===== config.mk =====
export PLATFORM = sky130hd
export DESIGN_NAME = stack_ptr_unit
export DESIGN_NICKNAME = d
export VERILOG_FILES = /design/src/rtl/stkp_pkg.sv /design/src/rtl/stkp_opdec.sv /design/src/rtl/stkp_addr_gen.sv /design/src/rtl/stkp_byte_reg.sv /design/src/rtl/stack_ptr_unit.sv
export SDC_FILE = /design/constraint.sdc
export NUM_CORES = 1
export LEC_CHECK = 0
export ABC_AREA = 1
export BUFFER_PORTS_ARGS = -buffer_cell sky130_fd_sc_hd__clkbuf_2
export CAP_MARGIN = 10
export CORE_AREA = 3 3 78 80
export CTS_CLUSTER_DIAMETER = 100
export DETAILED_ROUTE_END_ITERATION = 8
export DIE_AREA = 0 0 81 83
export MAX_ROUTING_LAYER = met4
export PLACE_DENSITY = 0.81
export REMOVE_ABC_BUFFERS = 1
export SLEW_MARGIN = 20
export SYNTH_ARGS = -nofsm -noshare
export SYNTH_HDL_FRONTEND = slang
export SYNTH_HIERARCHICAL = 1
export SYNTH_SLANG_ARGS = --single-unit

===== constraint.sdc =====
create_clock -name clk -period 2.83 [get_ports clk]
set_input_delay 0.566 -clock clk [delete_from_list [all_inputs] [get_ports clk]]
set_output_delay 0.566 -clock clk [all_outputs]
set_load 0.05 [all_outputs]

===== src/rtl/stkp_pkg.sv =====
package stkp_pkg;
   typedef enum logic [2:0] {
      SOP_IDLE,
      SOP_PUSH,
      SOP_POP,
      SOP_CALL,
      SOP_RET
   } stk_op_e;
endpackage


===== src/rtl/stkp_opdec.sv =====
module stkp_opdec
   import stkp_pkg::*;
(
   input  logic    push_i,
   input  logic    pop_i,
   input  logic    call_i,
   input  logic    ret_i,
   input  logic    io_busy_i,
   output stk_op_e op_o
);
   // fixed precedence; any register write cancels the stack operation
   always_comb begin
      if (io_busy_i)   op_o = SOP_IDLE;
      else if (call_i) op_o = SOP_CALL;
      else if (ret_i)  op_o = SOP_RET;
      else if (push_i) op_o = SOP_PUSH;
      else if (pop_i)  op_o = SOP_POP;
      else             op_o = SOP_IDLE;
   end
endmodule


===== src/rtl/stkp_addr_gen.sv =====
module stkp_addr_gen
   import stkp_pkg::*;
#(
   parameter int unsigned ADDR_W = 16
) (
   input  stk_op_e           op_i,
   input  logic [ADDR_W-1:0] sp_i,
   output logic [ADDR_W-1:0] addr_a_o,
   output logic [ADDR_W-1:0] addr_b_o,
   output logic [ADDR_W-1:0] sp_next_o
);
   localparam logic [ADDR_W-1:0] ONE = ADDR_W'(1);
   localparam logic [ADDR_W-1:0] TWO = ADDR_W'(2);

   logic [ADDR_W-1:0] up1, up2, dn1, dn2;

   assign up1 = sp_i + ONE;
   assign up2 = sp_i + TWO;
   assign dn1 = sp_i - ONE;
   assign dn2 = sp_i - TWO;

   always_comb begin
      addr_a_o  = sp_i;
      addr_b_o  = sp_i;
      sp_next_o = sp_i;
      unique case (op_i)
         SOP_PUSH: sp_next_o = dn1;
         SOP_POP: begin
            addr_a_o  = up1;
            addr_b_o  = up1;
            sp_next_o = up1;
         end
         SOP_CALL: begin
            addr_b_o  = dn1;
            sp_next_o = dn2;
         end
         SOP_RET: begin
            addr_a_o  = up1;
            addr_b_o  = up2;
            sp_next_o = up2;
         end
         default: ;
      endcase
   end
endmodule


===== src/rtl/stkp_byte_reg.sv =====
module stkp_byte_reg #(
   parameter int unsigned           BYTE_W  = 8,
   parameter logic [BYTE_W-1:0]     RST_VAL = '0
) (
   input  logic              clk,
   input  logic              rst_n,
   input  logic              wr_en_i,
   input  logic [BYTE_W-1:0] wr_data_i,
   input  logic              upd_en_i,
   input  logic [BYTE_W-1:0] upd_val_i,
   output logic [BYTE_W-1:0] q_o
);
   always_ff @(posedge clk or negedge rst_n) begin
      if (!rst_n)        q_o <= RST_VAL;
      else if (wr_en_i)  q_o <= wr_data_i;
      else if (upd_en_i) q_o <= upd_val_i;
   end
endmodule


===== src/rtl/stack_ptr_unit.sv =====
module stack_ptr_unit
   import stkp_pkg::*;
#(
   parameter int unsigned BYTE_W   = 8,
   parameter int unsigned TOP_ADDR = 32'h0000_04FF,
   parameter int unsigned MIN_TOP  = 32'h0000_0100
) (
   input  logic                  clk,
   input  logic                  rst_n,
   input  logic                  io_wr_lo,
   input  logic                  io_wr_hi,
   input  logic [BYTE_W-1:0]     io_wdata,
   output logic [BYTE_W-1:0]     io_rdata_lo,
   output logic [BYTE_W-1:0]     io_rdata_hi,
   input  logic                  op_push,
   input  logic                  op_pop,
   input  logic                  op_call,
   input  logic                  op_ret,
   output logic [2*BYTE_W-1:0]   stk_addr_a,
   output logic [2*BYTE_W-1:0]   stk_addr_b
);
   localparam int unsigned        N_HALF = 2;
   localparam int unsigned        ADDR_W = N_HALF * BYTE_W;
   localparam logic [ADDR_W-1:0]  TOP_V  = ADDR_W'(TOP_ADDR);

   if (BYTE_W < 2 || BYTE_W > 16) begin : g_bad_width
      $error("stack_ptr_unit: BYTE_W out of range");
   end
   if (TOP_ADDR >= (32'h1 << ADDR_W)) begin : g_bad_top
      $error("stack_ptr_unit: TOP_ADDR does not fit the pointer");
   end
   if (TOP_ADDR <= MIN_TOP) begin : g_low_top
      $error("stack_ptr_unit: TOP_ADDR must lie above MIN_TOP");
   end

   stk_op_e             op;
   logic [ADDR_W-1:0]   sp_q;
   logic [ADDR_W-1:0]   sp_next;
   logic [N_HALF-1:0]   wr_vec;

   assign wr_vec = {io_wr_hi, io_wr_lo};

   stkp_opdec u_dec (
      .push_i    (op_push),
      .pop_i     (op_pop),
      .call_i    (op_call),
      .ret_i     (op_ret),
      .io_busy_i (|wr_vec),
      .op_o      (op)
   );

   stkp_addr_gen #(.ADDR_W(ADDR_W)) u_agen (
      .op_i      (op),
      .sp_i      (sp_q),
      .addr_a_o  (stk_addr_a),
      .addr_b_o  (stk_addr_b),
      .sp_next_o (sp_next)
   );

   for (genvar h = 0; h < N_HALF; h++) begin : g_half
      stkp_byte_reg #(
         .BYTE_W  (BYTE_W),
         .RST_VAL (TOP_V[h*BYTE_W +: BYTE_W])
      ) u_reg (
         .clk       (clk),
         .rst_n     (rst_n),
         .wr_en_i   (wr_vec[h]),
         .wr_data_i (io_wdata),
         .upd_en_i  (op != SOP_IDLE),
         .upd_val_i (sp_next[h*BYTE_W +: BYTE_W]),
         .q_o       (sp_q[h*BYTE_W +: BYTE_W])
      );
   end

   assign io_rdata_lo = sp_q[BYTE_W-1:0];
   assign io_rdata_hi = sp_q[ADDR_W-1:BYTE_W];
endmodule


Word level (Yosys, flattened, before mapping)
Cells that the tools add are included.
{"block": "op_classes", "add_sub_neg": 4, "n_eq_ne": 4, "n_mux": 12, "n_reduce_logical": 9}
{"cell": "case mux 16 bit (4 select lines)", "count": 1}
{"cell": "case mux 16 bit (3 select lines)", "count": 1}
{"cell": "2-to-1 mux 8 bit", "count": 4}
{"cell": "adder 16 x 1 -> 16 bit (second input constant)", "count": 1}
{"cell": "adder 16 x 2 -> 16 bit (second input constant)", "count": 1}
{"cell": "2-to-1 mux 16 bit", "count": 1}
{"cell": "subtractor 16 x 1 -> 16 bit (second input constant)", "count": 1}
{"cell": "subtractor 16 x 2 -> 16 bit (second input constant)", "count": 1}
{"cell": "2-to-1 mux 3 bit", "count": 4}
{"cell": "nonzero test 5 bit", "count": 2}
{"cell": "== test 3 x 2 -> 1 bit (second input constant)", "count": 2}
{"cell": "AND reduction 2 bit", "count": 2}
{"cell": "nonzero test 2 bit", "count": 2}
{"cell": "OR reduction 2 bit", "count": 2}
{"cell": "== test 3 x 1 -> 1 bit (second input constant)", "count": 1}
{"cell": "== test 3 bit (second input constant)", "count": 1}
{"cell": "nonzero test 3 bit", "count": 1}
{"cell": "2-to-1 mux 2 bit", "count": 1}
{"block": "word_totals", "reg_bits": 16, "inputBits": 16, "out_inout_bits": 48, "wordCells": 31}

Depth between registers and ports, before layout
{"block": "logic_depth", "ltp_word": 9, "depth_mapped": 14, "mapped_depth_nobuf": 13}

Hierarchy
The synthesis kept the hierarchy.
{"mod": "stkp_addr_gen", "instances": 1, "cells_per_inst": 463, "area_per_inst_um2": 2239.6, "seq_area_each_um2": 0.0}
{"mod": "stkp_byte_reg at g_half[0].u_reg", "instances": 1, "cells_per_inst": 44, "area_per_inst_um2": 384.1, "seq_area_each_um2": 210.2}
{"mod": "stkp_byte_reg at g_half[1].u_reg", "instances": 1, "cells_per_inst": 44, "area_per_inst_um2": 375.4, "seq_area_each_um2": 201.4}
{"mod": "stkp_opdec", "instances": 1, "cells_per_inst": 8, "area_per_inst_um2": 37.5, "seq_area_each_um2": 0.0}
{"mod": "stack_ptr_unit", "instances": 1, "cells_per_inst": 4, "area_per_inst_um2": 17.5, "seq_area_each_um2": 0.0}

Least setup slack after synthesis
No wires, ideal clock.
{"block": "synth_path", "kind": "input to output", "from": "input port io_wr_hi", "to": "output port stk_addr_a[15]", "t_arrival_ns": 2.900, "t_required_ns": 2.264, "path_slack_ns": -0.636, "stages": 9, "cell_sequence": "or2_1 nor3_1 inv_1 nand2_1 nor2_4 inv_2 nand2_2 buf_4 o21ai_0"}
{"block": "synth_between", "elab_chain_cells": 5}
{"element": "start: declaration", "line_no": "stack_ptr_unit.sv:11", "rtl": "input logic io_wr_hi,"}
{"element": "OR reduction 2 bit (*)", "line_no": "stack_ptr_unit.sv:48", "rtl": ".io_busy_i (|wr_vec),"}
{"element": "2-to-1 mux 3 bit (*)", "line_no": "stkp_opdec.sv:13", "rtl": "if (io_busy_i) op_o = SOP_IDLE;"}
{"element": "named net op[2]", "line_no": "stack_ptr_unit.sv:36", "rtl": "stk_op_e op;"}
{"element": "== test 3 x 2 -> 1 bit or == test 3 bit (tied branches)", "line_no": "stkp_addr_gen.sv:26", "rtl": "unique case (op_i)"}
{"element": "OR reduction 2 bit (no source line) (*)"}
{"element": "2-to-1 mux 16 bit (*)", "line_no": "stkp_addr_gen.sv:26"}
{"element": "end: declaration", "line_no": "stack_ptr_unit.sv:19", "rtl": "output logic [2*BYTE_W-1:0] stk_addr_a,"}
The timed path passes the listed nets; every way through them passes the cells marked *.

Worst setup path in the final report
{"block": "layout_path", "from": "input port io_wr_hi", "to": "output port stk_addr_b[2]"}
{"block": "layout_between", "elab_chain_cells": 4}
{"element": "OR reduction 2 bit (*)", "line_no": "stack_ptr_unit.sv:48"}
{"element": "2-to-1 mux 3 bit (*)", "line_no": "stkp_opdec.sv:13"}
{"element": "named net op[1]", "line_no": "stack_ptr_unit.sv:36"}
{"element": "== test 3 bit or == test 3 x 2 -> 1 bit (tied branches)", "line_no": "stkp_addr_gen.sv:26"}
{"element": "case mux 16 bit (3 select lines) (*)", "line_no": "stkp_addr_gen.sv:26"}
{"element": "end: declaration", "line_no": "stack_ptr_unit.sv:20", "rtl": "output logic [2*BYTE_W-1:0] stk_addr_b"}
Marks and branches as above.

==> reports/summary.txt <==
Status: complete, but fails checks
Failing checks: negative setup slack
CP Buf/Inv Count: 5
Achievable Freq: 0.345 GHz
Largest register FFs: 16
Antenna Violating Nets Remaining: 0
Synthesized area per cell: 5.42 sq um
Rows: 27
Leak: 2.10 nW
CP arrival: 2340 ps
Vias in the first global route: 3,765
# fillers: 390
R2r worst-path depth: 10
First-pass GRT wire length: 17.7 mm
Core footprint: 0.00547 sq mm
Worst-path clk slew: 60 ps
Core Util, Final: 0.801
Reg2reg end: g_half[1].u_reg/q_o[6]
R2r startpoint: g_half[0].u_reg/q_o[0]
GRT overflow: 0
FF/Latch Area: 413 sq um
Element type at the critical path end: output pin
Multi-input logic area: 0.00247 sq mm
Critical path type: input port to output pin
Critical Path, Cell by Cell: clkbuf_2, or2_4, buf_6, a21oi_4, nand2_2, nor2_4, inv_2, buf_4, nor2_1, a21oi_2, o211ai_1, buf_12
Vias/cell: 6.20
Port Buffers: 63
Worst EP required: 2260 ps
CTS root buf: clkbuf_8
RePlAce Congestion: 1.00
VDD IR max: 0.000407 V
WL final: 12.2 mm
Final setup margin: -71.6 ps
Slew @ Worst Pin: 807 ps
Crit-path max FO: 4
Final hold vios: 0
Worst-Skew Late Latency: 260 ps
Synth Instances: 563
Die Width: 81 um
Setup Viol. Count Final: 21
#FFs+latches synth: 16
Die area: 0.00672 sq mm
Min Tclk post-route: 2900 ps
Post-Syn Area: 0.00305 sq mm
Largest regs: g_half.u_reg/q_o: 16 flops
DRC violations left: 0
CTS tree: done
Commonest non-fill, non-tap cells in the layout: nand2_1 (198), nand3_1 (104), inv_1 (43)
Commonest non-fill, non-tap cell in the layout: nand2_1
Nets@finish: 671
Inserted Diodes: 0
Setup Skew: 2.97 ps
Most flops, register: g_half.u_reg/q_o
Synth cell types: 32
RSZ-0062 raised after global routing: true
Max-Slew Margin vs Limit: 0.462
Tot GR Track Use: 0.331
DP Wirelength: 8.46 mm
CP max-delay cell: or2_4
Share of cells above drive strength 1: 0.297
Ports: 64
Clk buf depth: 2
Slew Viols, Final: 0
DRT iter0 DRCs: 582
CTS Sinks: 16
Cts bufs inserted: 3
CP max stage delay: 270 ps
Vias: 4,474
First-pass iteration count of the detailed router: 9
Period Utilization, post-route: 1.03
YS warnings: 6
DIE HEIGHT: 83 um
PD cells: 450 mW/mm^2
Initial core utilization: 0.558
Total chip power: 1.97 mW
CTS Hold Bufs: 0
Initial antenna violation count: 0
Syn-to-layout area delta: 43.5%
Post-synthesis sequential area ratio: 0.135
H-tree lvl count: 1
Setup TNS: -605 ps
CP delay by family, top: simple AND/OR/NAND/NOR gates
Startpoint Class: input port
Hold Path Class: input port to async pin
Largest net degree at the start of global routing: 19
Flop-to-flop setup slack: 660 ps
Wire per inst: 17.0 um
Max-Cap Viols: 0
report_power, final:
part	internal, mW	switching (mW)
Combinational	0.515	0.895
Sequential	0.273	0.109
Clock	0.100	0.0793
Total	0.888	1.08
per-layer routing:
layer  vias to the layer above  global-route usage  part of all wire
met5                         -                   -                 0
met4                         0              0.0783             0.048
met3                        77              0.0336              0.10
met2                       355               0.549              0.48
met1                      2014               0.428              0.37
li1                       2028                   -                 -
per-stage QoR:
stage               instance area [sq um]  std cells  hold slack [ps]  worst slack, ps
floorplan                            2890        538              270             -656
global placement                     3980        708              496            -17.4
detailed placement                   3980        708              505            -86.1
CTS                                  4060        712              232            -16.1
global route                         4380        722              235             -102
finish                               4380        722              224            -71.6
how the worst max path moves through the flow:
stage,startpoint,end,slack [ps],cells past startpoint
after global placement,io_wr_hi,stk_addr_a[9],-20,13
after floorplan,io_wr_hi,stk_addr_a[10],-660,8
after global routing,io_wr_hi,stk_addr_b[13],-100,12
final,io_wr_hi,stk_addr_b[2],-70,12
after detailed placement,io_wr_hi,stk_addr_a[9],-90,13
after CTS,io_wr_hi,stk_addr_a[9],-20,13
cells by family (layout without fill, tap and decap cells):
family | count (synthesis) | count (layout) | synth area share
AOI/OAI and AO/OA | 51 | 51 | 0.0987
xor gates and xnor gates | 12 | 12 | 0.0344
adders and majority gates | 4 | 4 | 0.0164
buffers and inverters | 78 | 165 | 0.120
DFF | 16 | 16 | 0.135
and+or+nand+nor | 402 | 402 | 0.595
Yosys cell counts, drive strengths merged:
cell     instances  area [sq um]
o2111ai          6          52.6
a211oi           1          7.51
a22oi            1          7.51
nor3             1          5.00
a21oi            9          48.8
dfstp            9           236
nor2            57           307
o21ai           28           140
nand3          116           586
dfrtp            7           175
ha               4          50.1
clkinv           2          7.51
inv             51           191
xnor2            1          8.76
o211ai           5          37.5
nand2          209           802
buf             25           169
or2              2          12.5
xor2            11          96.3
nand4           17           106
a21boi           1          7.51
worst reg2reg max path: stages, from the launching register on:
cell	delay, ps
dfstp_2	640
ha_1	240
nand3_2	160
nor2_4	190
nand4_1	140
nand3_1	140
nand2_1	60
nor2_1	200
nand2_1	80
nand3_1	90
nand3_1	100
cell type report:
cell class	count	area share
multi-input combinational	469	0.565
timing repair buffer	108	0.263
clock buffer	4	0.0103
tap	72	0.0206
sequential	16	0.0942
inverter	53	0.0471
what timing repair did:
item / in CTS / in global routing
resized for setup: 10 / 71
pin swaps: 2 / 10
buffers inserted: 0 / 10
setup endpoints to repair: 23 / 29
cloned: 0 / 1
Note: power is estimated with default switching activity, not from simulation.
